--- config.mk ---
export PLATFORM = sky130hd
export DESIGN_NAME = fault_escalator
export DESIGN_NICKNAME = d
export VERILOG_FILES = /design/src/rtl/fault_escalator.sv
export SDC_FILE = /design/constraint.sdc
export NUM_CORES = 1
export LEC_CHECK = 0
export ABC_AREA = 1
export BUFFER_PORTS_ARGS = -buffer_cell sky130_fd_sc_hd__buf_2
export CORE_MARGIN = 8
export CORE_UTILIZATION = 40
export CTS_BUF_LIST = sky130_fd_sc_hd__clkbuf_8
export DETAILED_ROUTE_END_ITERATION = 8
export PLACE_DENSITY = 0.7
export SKIP_LAST_GASP = 1
export SLEW_MARGIN = 0
export SYNTH_ARGS = -nofsm -noshare
export SYNTH_HDL_FRONTEND = slang
export SYNTH_SLANG_ARGS = --single-unit
--- constraint.sdc ---
create_clock -name clk -period 2.4 [get_ports clk]
set_clock_uncertainty 0.15 [all_clocks]
set_input_delay 0.12 -clock clk [delete_from_list [all_inputs] [get_ports clk]]
set_output_delay 0.12 -clock clk [all_outputs]
set_load 0.02 [all_outputs]
--- src/rtl/fault_escalator.sv ---
module fault_escalator #(
  parameter int AW = 32,
  parameter int PW = 3
) (
  input  logic          clk,
  input  logic          rst_n,
  input  logic [7:0]    ev_cause,
  input  logic [AW-1:0] ev_addr,
  input  logic          en_mem,
  input  logic          en_bus,
  input  logic          en_usage,
  input  logic          trap_div,
  input  logic          trap_unal,
  input  logic [PW-1:0] prio_mem,
  input  logic [PW-1:0] prio_bus,
  input  logic [PW-1:0] prio_usage,
  input  logic [PW-1:0] cur_prio,
  input  logic          fault_mask,
  input  logic [1:0]    reg_sel,
  input  logic          reg_wr,
  input  logic [AW-1:0] reg_wdata,
  output logic [AW-1:0] reg_rdata,
  output logic          exc_req,
  output logic [7:0]    exc_vec
);
  localparam int SW = 11;
  localparam logic [7:0] V_HARD = 8'd3, V_MEM = 8'd4, V_BUS = 8'd5, V_USE = 8'd6;

  logic [SW-1:0] st;
  logic [AW-1:0] maddr, baddr;

  logic [7:0] ev;
  assign ev = ev_cause & ~{5'b0, ~trap_unal, ~trap_div, 1'b0};

  logic mem_f, bus_f, use_f, mem_ok, bus_ok, use_ok, esc, hard, req;
  assign mem_f  = ev[3];
  assign bus_f  = ev[4];
  assign use_f  = |ev[2:0];
  assign mem_ok = en_mem   && (prio_mem   < cur_prio);
  assign bus_ok = en_bus   && (prio_bus   < cur_prio);
  assign use_ok = en_usage && (prio_usage < cur_prio);
  assign esc    = (mem_f && !mem_ok) || (bus_f && !bus_ok) || (use_f && !use_ok);
  assign hard   = (|ev[7:5]) || esc;
  assign req    = (hard && !fault_mask) || (mem_f && mem_ok) || (bus_f && bus_ok) || (use_f && use_ok);

  logic [7:0] vec;
  always_comb begin
    if (hard && !fault_mask)  vec = V_HARD;
    else if (mem_f && mem_ok) vec = V_MEM;
    else if (bus_f && bus_ok) vec = V_BUS;
    else if (use_f && use_ok) vec = V_USE;
    else                      vec = 8'd0;
  end

  logic [SW-1:0] clr;
  assign clr = (reg_wr && reg_sel == 2'd0) ? reg_wdata[SW-1:0] : '0;

  always_ff @(posedge clk) begin
    if (!rst_n) begin
      st      <= '0;
      maddr   <= '0;
      baddr   <= '0;
      exc_req <= 1'b0;
      exc_vec <= 8'd0;
    end else begin
      st[7:0] <= (st[7:0] & ~clr[7:0]) | ev;
      st[8]   <= (st[8]  && !clr[8])  || esc;
      st[9]   <= (st[9]  && !clr[9])  || mem_f;
      st[10]  <= (st[10] && !clr[10]) || bus_f;
      if (mem_f && (!st[9] || clr[9]))   maddr <= ev_addr;
      if (bus_f && (!st[10] || clr[10])) baddr <= ev_addr;
      exc_req <= req;
      exc_vec <= vec;
    end
  end

  always_comb begin
    reg_rdata = '0;
    case (reg_sel)
      2'd0:    reg_rdata[SW-1:0] = st;
      2'd1:    reg_rdata = maddr;
      2'd2:    reg_rdata = baddr;
      default: reg_rdata = '0;
    endcase
  end

  AST_DISABLED_ESCALATES: assert property (@(posedge clk) disable iff (!rst_n)
    (ev_cause == 8'h08 && !en_mem && !fault_mask) |=> (exc_req && exc_vec == 8'd3));
  AST_VECFETCH_HARD: assert property (@(posedge clk) disable iff (!rst_n)
    (ev_cause[5] && !fault_mask) |=> (exc_req && exc_vec == 8'd3));
  AST_TRAP_OFF_IGNORED: assert property (@(posedge clk) disable iff (!rst_n)
    (ev_cause == 8'h02 && !trap_div) |=> !exc_req);
  AST_MASK_BLOCKS_HARD: assert property (@(posedge clk) disable iff (!rst_n)
    (fault_mask && ev_cause[4:0] == 5'd0) |=> !exc_req);
  AST_VEC_RANGE: assert property (@(posedge clk) disable iff (!rst_n)
    exc_req |-> (exc_vec >= 8'd3 && exc_vec <= 8'd6));
  AST_VEC_IDLE: assert property (@(posedge clk) disable iff (!rst_n)
    !exc_req |-> (exc_vec == 8'd0));
  AST_MADDR_FROZEN: assert property (@(posedge clk) disable iff (!rst_n)
    ($past(st[9]) && !$past(clr[9])) |-> (maddr == $past(maddr)));
  AST_BADDR_FROZEN: assert property (@(posedge clk) disable iff (!rst_n)
    ($past(st[10]) && !$past(clr[10])) |-> (baddr == $past(baddr)));
endmodule

# == Word level (Yosys, flattened, before mapping) ==
# Index checks and enable logic that the tools add are counted.
# classes
reduce_logical,41
muxes,7
n_bitwise,8
n_lt_le_gt_ge,3
eq_ne,2
# ops
cell,count
21-bit case mux with 2 select lines,1
11-bit case mux with 3 select lines,1
8-bit bitwise AND,2
1-bit logical AND,16
1-bit logical OR,11
11-bit two-way mux,1
1-bit zero test,9
3-bit less-than comparator,3
3-bit two-way mux,3
3-bit inverter with 8-bit output,1
8-bit inverter,1
8-bit bitwise OR,1
3-bit OR reduction,2
4-bit OR reduction,1
1-bit inverter,3
"2-bit by 1-bit equality test with 1-bit output, second input constant",1
"2-bit equality test, second input constant",1
2-bit zero test,1
2-bit two-way mux,1
2-bit OR reduction,1
# totals
reg_bits,84

# == Longest topological paths before layout ==
# Gate-level depths: netlist (run 1).
# depth
ltp_word,11
ltp_mapped,10

# == Least setup slack after synthesis (run 1) ==
# No wires, ideal clock.
# synth_path
path_type,input to output
from,input reg_sel[0]
to,output reg_rdata[30]
required_time_ns,2.130
arrival_ns,1.112
path_stages,5
setup_slack_ns,1.018
n_path_buf,1
path_cell_list,inv_1 ha_1 clkbuf_1 nand2_1 a21oi_1
# synth_between
elab_chain_cells,2
# synth_rtl
element,line_no,source
from (decl),19,"input logic [1:0] reg_sel,"
2-bit equality test / 2-bit by 1-bit equality test with 1-bit output (equally long branches),79,case (reg_sel)
21-bit case mux with 2 select lines (*),79,
to (decl),22,"output logic [AW-1:0] reg_rdata,"
# Mark *: on every way between the ends. The rest lies on a longest branch, timed or not.

# == Worst setup path after layout (run 1) ==
# layout_path
from,input trap_div
to,register st[1]
# layout_between
elab_chain_cells,4
# layout_rtl
element,line_no,source
from (decl),12,"input logic trap_div,"
1-bit inverter,33,"assign ev = ev_cause & ~{5'b0, ~trap_unal, ~trap_div, 1'b0};"
3-bit inverter with 8-bit output,33,
8-bit bitwise AND,33,
8-bit bitwise OR,66,st[7:0] <= (st[7:0] & ~clr[7:0]) | ev;
to (signal assigned),66,
to (decl),29,logic [SW-1:0] st;
# Every way passes these cells.
# A chain may end at the register's enable or synchronous reset.

==> results.cfg, run 1 <==
[outcome]
status = complete, no violations

[layout]
insertedDiodeCount = 0
multi_input_area_um2 = 1780
layout.nets = 806
mostFrequentLayoutCells = 134 x nor2_1, 121 x nand2_1, 109 x buf_2
final_common_cell = nor2_1
nFillCells = 878
regArea_um2 = 1582
synthToLayoutAreaGrowth_pct = 35.54
drive_gt1_frac = 0.1983
post-route-util = 0.5506

[placement]
place_hpwl_um = 7413
io_buffers = 109
gp_congestion = 0.8126

[worst_setup_path]
crit_fanout = 2
path_common_cell = dlygate4sd3_1
r2r_setup_slack_ns = 0.96
worstSetupPathType = in2reg
crit_path_end_kind = flip-flop
start_kind = input port
slowest_delay_ns = 0.55
slowest_stage = dlygate4sd3_1
required_ns = 2.48
crit_chain = dlygate4sd3_1 -> buf_2 -> nand2_1 -> dlygate4sd3_1 -> a21oi_1 -> dlygate4sd3_1
crit_arrival_ns = 2.03

[logic_synthesis]
avgSynthCellArea_um2 = 6.719
synth_top_area_frac = 0.4295
synthArstFlopShare = 0
seq_area_frac_synth = 0.4295
synth-edff-count = 0
netlist_instances = 548
yosys.area.top_type = dfxtp_1
ys_top_cells_by_area = dfxtp_1 43%, nor2_1 14%, nand2_1 12%
synth.distinct_cells = 23
mappedNetlistArea_um2 = 3682
yosys_warnings = 0
ys_seq_elements = 79
synth_top_flop_cell = dfxtp_1

[flow_run]
max-cap-violations = 0

[timing]
slew_headroom = 0.5012
fmax_mhz = 512.1
tns_ns = 0
setup_violations = 0
drv_slew = 0
finalHoldViolations = 0
tightest_slew_ns = 0.7482
period_minus_slack_ns = 1.953
post-route-period-util = 0.8137
rsz0062_at_grt = no

[detailed_routing]
drc_errors = 0
dr_total_vias = 3985
drt-pass1-iter-count = 5
routed_wl_um = 11150
vias_per_cell = 4.878
wl_per_cell_um = 13.64
drt-initial-drc-count = 238
postRouteAntennaNets = 0

[clock_tree]
cts_setup_buffers = 0
clkTransAtPathRegs_ns = 0.08
cts_sinks = 79
insertion_delay_ns = 0.34
clk_path_buf_depth = 2
root_buffer = clkbuf_8
post_cts_resize_count = 0
cts_tree = built
htreeDepth = 3
cts_buffers = 9

[floorplanning]
start_util = 0.4062
dieArea_um2 = 12530
die_height_um = 111.9
coreArea_um2 = 9065
fp.dieW_um = 111.9
rows = 35
io_pins = 136

[global_route]
grt_first_pass_wirelength_um = 18120
antenna_found_initial = 0
grt_pass1_vias = 3956
grt_start_max_net_pins = 46
grt-ovfl-total = 0
grt_util_all_layers = 0.1755

[pwr]
ir_drop_mv = 0.2914
powerDensity_nw_per_um2 = 609.8
power.leakage_nw = 2.478

[worst_hold_path]
hold_path_class = in2reg
cells by family after synthesis:
group                      share of synthesized area
AOI/OAI and AO/OA                             0.1318
adders and majority gates                    0.03398
buffers and inverters                        0.09106
DFF                                           0.4295
other                                       0.001018
and+or+nand+nor                               0.3126
critical path, delay by kind of cell:
| family | cells | cell delay (ns) |
|---|---|---|
| AO/OA/AOI/OAI | 1 | 0.07 |
| buffers and inverters | 4 | 1.76 |
| AND/OR/NAND/NOR | 1 | 0.08 |
per-stage QoR:
step	hold WS (ns)	worst slack, ns	power (mW)	instances	instance area [um2]
floorplan	0.08743	1.018	1.851	552	3697
global placement	0.1957	0.5403	2.016	748	4270
detailed placement	0.2075	0.4744	2.038	748	4270
CTS	0.01886	0.5098	3.063	817	4991
global route	0.04266	0.3988	3.219	817	4991
finish	0.04593	0.4471	3.043	817	4991
cell usage after synthesis (3+ instances only):
cell	instances
nand2_1	121
nand3_1	27
o21ai_0	4
buf_4	9
clkbuf_1	16
inv_1	32
ha_1	10
buf_2	8
dfxtp_1	79
o21ai_1	60
nor2_1	134
buf_6	3
nand4_1	3
a21oi_1	33
metal layers:
metal / wire length [um] / track usage / vias to the layer above
li1: - / - / 2026
met1: 4654 / 0.2023 / 1796
met2: 5506 / 0.3033 / 143
met3: 794 / 0.03896 / 20
met4: 189 / 0.08094 / 0
met5: 0 / 0 / -
final cells by class:
| class | instances | share of cell area |
|---|---|---|
| clock inverters | 6 | 0.01053 |
| well taps | 111 | 0.02783 |
| flip-flops and latches | 79 | 0.3169 |
| clock buffers | 10 | 0.02758 |
| inverters | 35 | 0.02682 |
| multi-input cells | 402 | 0.3567 |
| repair buffers | 174 | 0.2336 |
worst paths after layout:
check / start / end / depth (start not counted)
worst max-delay path: trap_div / st[1] / 6
worst min-delay path: en_usage / exc_vec[1] / 5
worst max register to register: st[10] / baddr[16] / 5
worst min register to register: st[3] / st[3] / 2
repair_timing:
item | CTS | global route
endpoints found under the setup margin | 0 | 0
hold buffers | 53 | 0
endpoints found under the hold margin | 78 | 0
power breakdown:
part           internal [mW]  switching, mW
logic                  0.253          0.357
registers               1.42         0.0502
clock network          0.497          0.469
total                   2.17          0.876
registers in the layout (all words and copies together) (netlist names):
register / count
baddr: 32
maddr: 32
st: 11
exc_vec: 3
exc_req: 1
(Power assumes the default switching activity.)
==> inputs of run 2 (changes only) <==
- clock period: 2.4 -> 1.8 ns (I/O delays scaled with it)
==> results.cfg, run 2 (synthesized netlist as in run 1, its figures left out) <==
[global_route]
grt_util_all_layers = 0.1810
antenna_found_initial = 0
grt_start_max_net_pins = 33
grt_first_pass_wirelength_um = 18550
grt-ovfl-total = 0
grt_pass1_vias = 3992

[floorplanning]
fp.dieW_um = 111.9
coreArea_um2 = 9065
dieArea_um2 = 12530
start_util = 0.4062
io_pins = 136
die_height_um = 111.9
rows = 35

[detailed_routing]
routed_wl_um = 11160
drt-initial-drc-count = 157
drt-pass1-iter-count = 4
wl_per_cell_um = 13.56
vias_per_cell = 4.835
drc_errors = 0
dr_total_vias = 3979
postRouteAntennaNets = 0

[worst_setup_path]
rr_startpoint = st[10]
r2r_setup_slack_ns = 0.45
r2r_end = baddr[1]
reg2reg_depth = 5
required_ns = 1.56
endpoint = reg_rdata[20]
worstSetupPathType = in2out
crit_path_end_kind = primary output
start_kind = input port
crit_fanout = 12
worstSetupStartpoint = reg_sel[0]
crit_arrival_ns = 1.31

[placement]
place_area_um2 = 4333
gp_congestion = 0.7963
io_buffers = 109
place_inst = 753
place_hpwl_um = 7572

[pwr]
power.leakage_nw = 2.510
powerDensity_nw_per_um2 = 827.3
ir_drop_mv = 0.3664

[layout]
insertedDiodeCount = 0
layout.nets = 812
regArea_um2 = 1582
multi_input_area_um2 = 1780
synthToLayoutAreaGrowth_pct = 38.12
final_common_cell = nor2_1
nFillCells = 866
drive_gt1_frac = 0.2051
fin_cells = 823
top_regs = baddr x32, maddr x32, st x11
mostFrequentLayoutCells = 134 x nor2_1, 121 x nand2_1, 109 x buf_2
final_cell_area_um2 = 5086

[outcome]
status = complete, no violations

[flow_run]
max-cap-violations = 0

[timing]
whs_ns = 0.02723
fmax_mhz = 643.2
setup_violations = 0
post-route-period-util = 0.8637
period_minus_slack_ns = 1.555
tns_ns = 0
drv_slew = 0
rsz0062_at_grt = no
finalHoldViolations = 0

[clock_tree]
insertion_delay_ns = 0.35
root_buffer = clkbuf_8
cts_sinks = 79
cts_setup_buffers = 0
clk_path_buf_depth = 2
cts_buffers = 9
clkTransAtPathRegs_ns = 0.08
htreeDepth = 3
cts_tree = built

[worst_hold_path]
worstHoldStart = reg_wdata[8]
hold_path_class = in2reg
run 2: area by class of cell:
type,count,area share
clock inverters,7,0.01747
multi-input cells,402,0.3501
clock buffers,9,0.02435
flip-flops and latches,79,0.3109
well taps,111,0.02731
repair buffers,180,0.2435
inverters,35,0.02632
run 2: worst min path at each step:
stage	endpoint	slack [ns]	cells past startpoint
finish	st[8]	0.03	6
global route	st[8]	0.04	6
CTS	st[8]	0.02	6
detailed placement	st[6]	0.18	3
global placement	st[6]	0.17	3
floorplan	st[5]	0.06	2
run 2: stage by stage:
stage / total power, mW / utilization / worst slack [ns]
after CTS: 4.229 / 0.5611 / 0.2488
after global placement: 2.706 / 0.4780 / 0.1878
final: 4.208 / 0.5611 / 0.2454
after global routing: 4.435 / 0.5611 / 0.1420
after detailed placement: 2.730 / 0.4780 / 0.1725
after floorplan: 2.468 / - / 0.4779
run 2: power by group:
part           switching, mW  total [mW]  internal [mW]
clock network          0.650        1.42          0.771
registers             0.0664        1.96           1.89
logic                  0.478       0.832          0.354
run 2: layer usage:
metal	GRT usage	share of wire	wire (um)	vias up
met1	0.2127	0.43	4827	1800
met3	0.04113	0.055	610	22
met5	0	0	0	-
li1	-	-	-	2036
met4	0.08723	0.023	256	0
met2	0.3053	0.49	5467	121
run 2: worst max-delay path, cell delays in order:
cell,delay [ns]
buf_2,0.12
inv_1,0.07
ha_1,0.32
buf_4,0.26
nand2_1,0.07
a21oi_1,0.17
buf_2,0.20
run 2: repair_timing:
item                      in CTS  in global routing
resized for setup              0                  0
hold buffers                  54                  0
hold endpoints to repair      79                  0
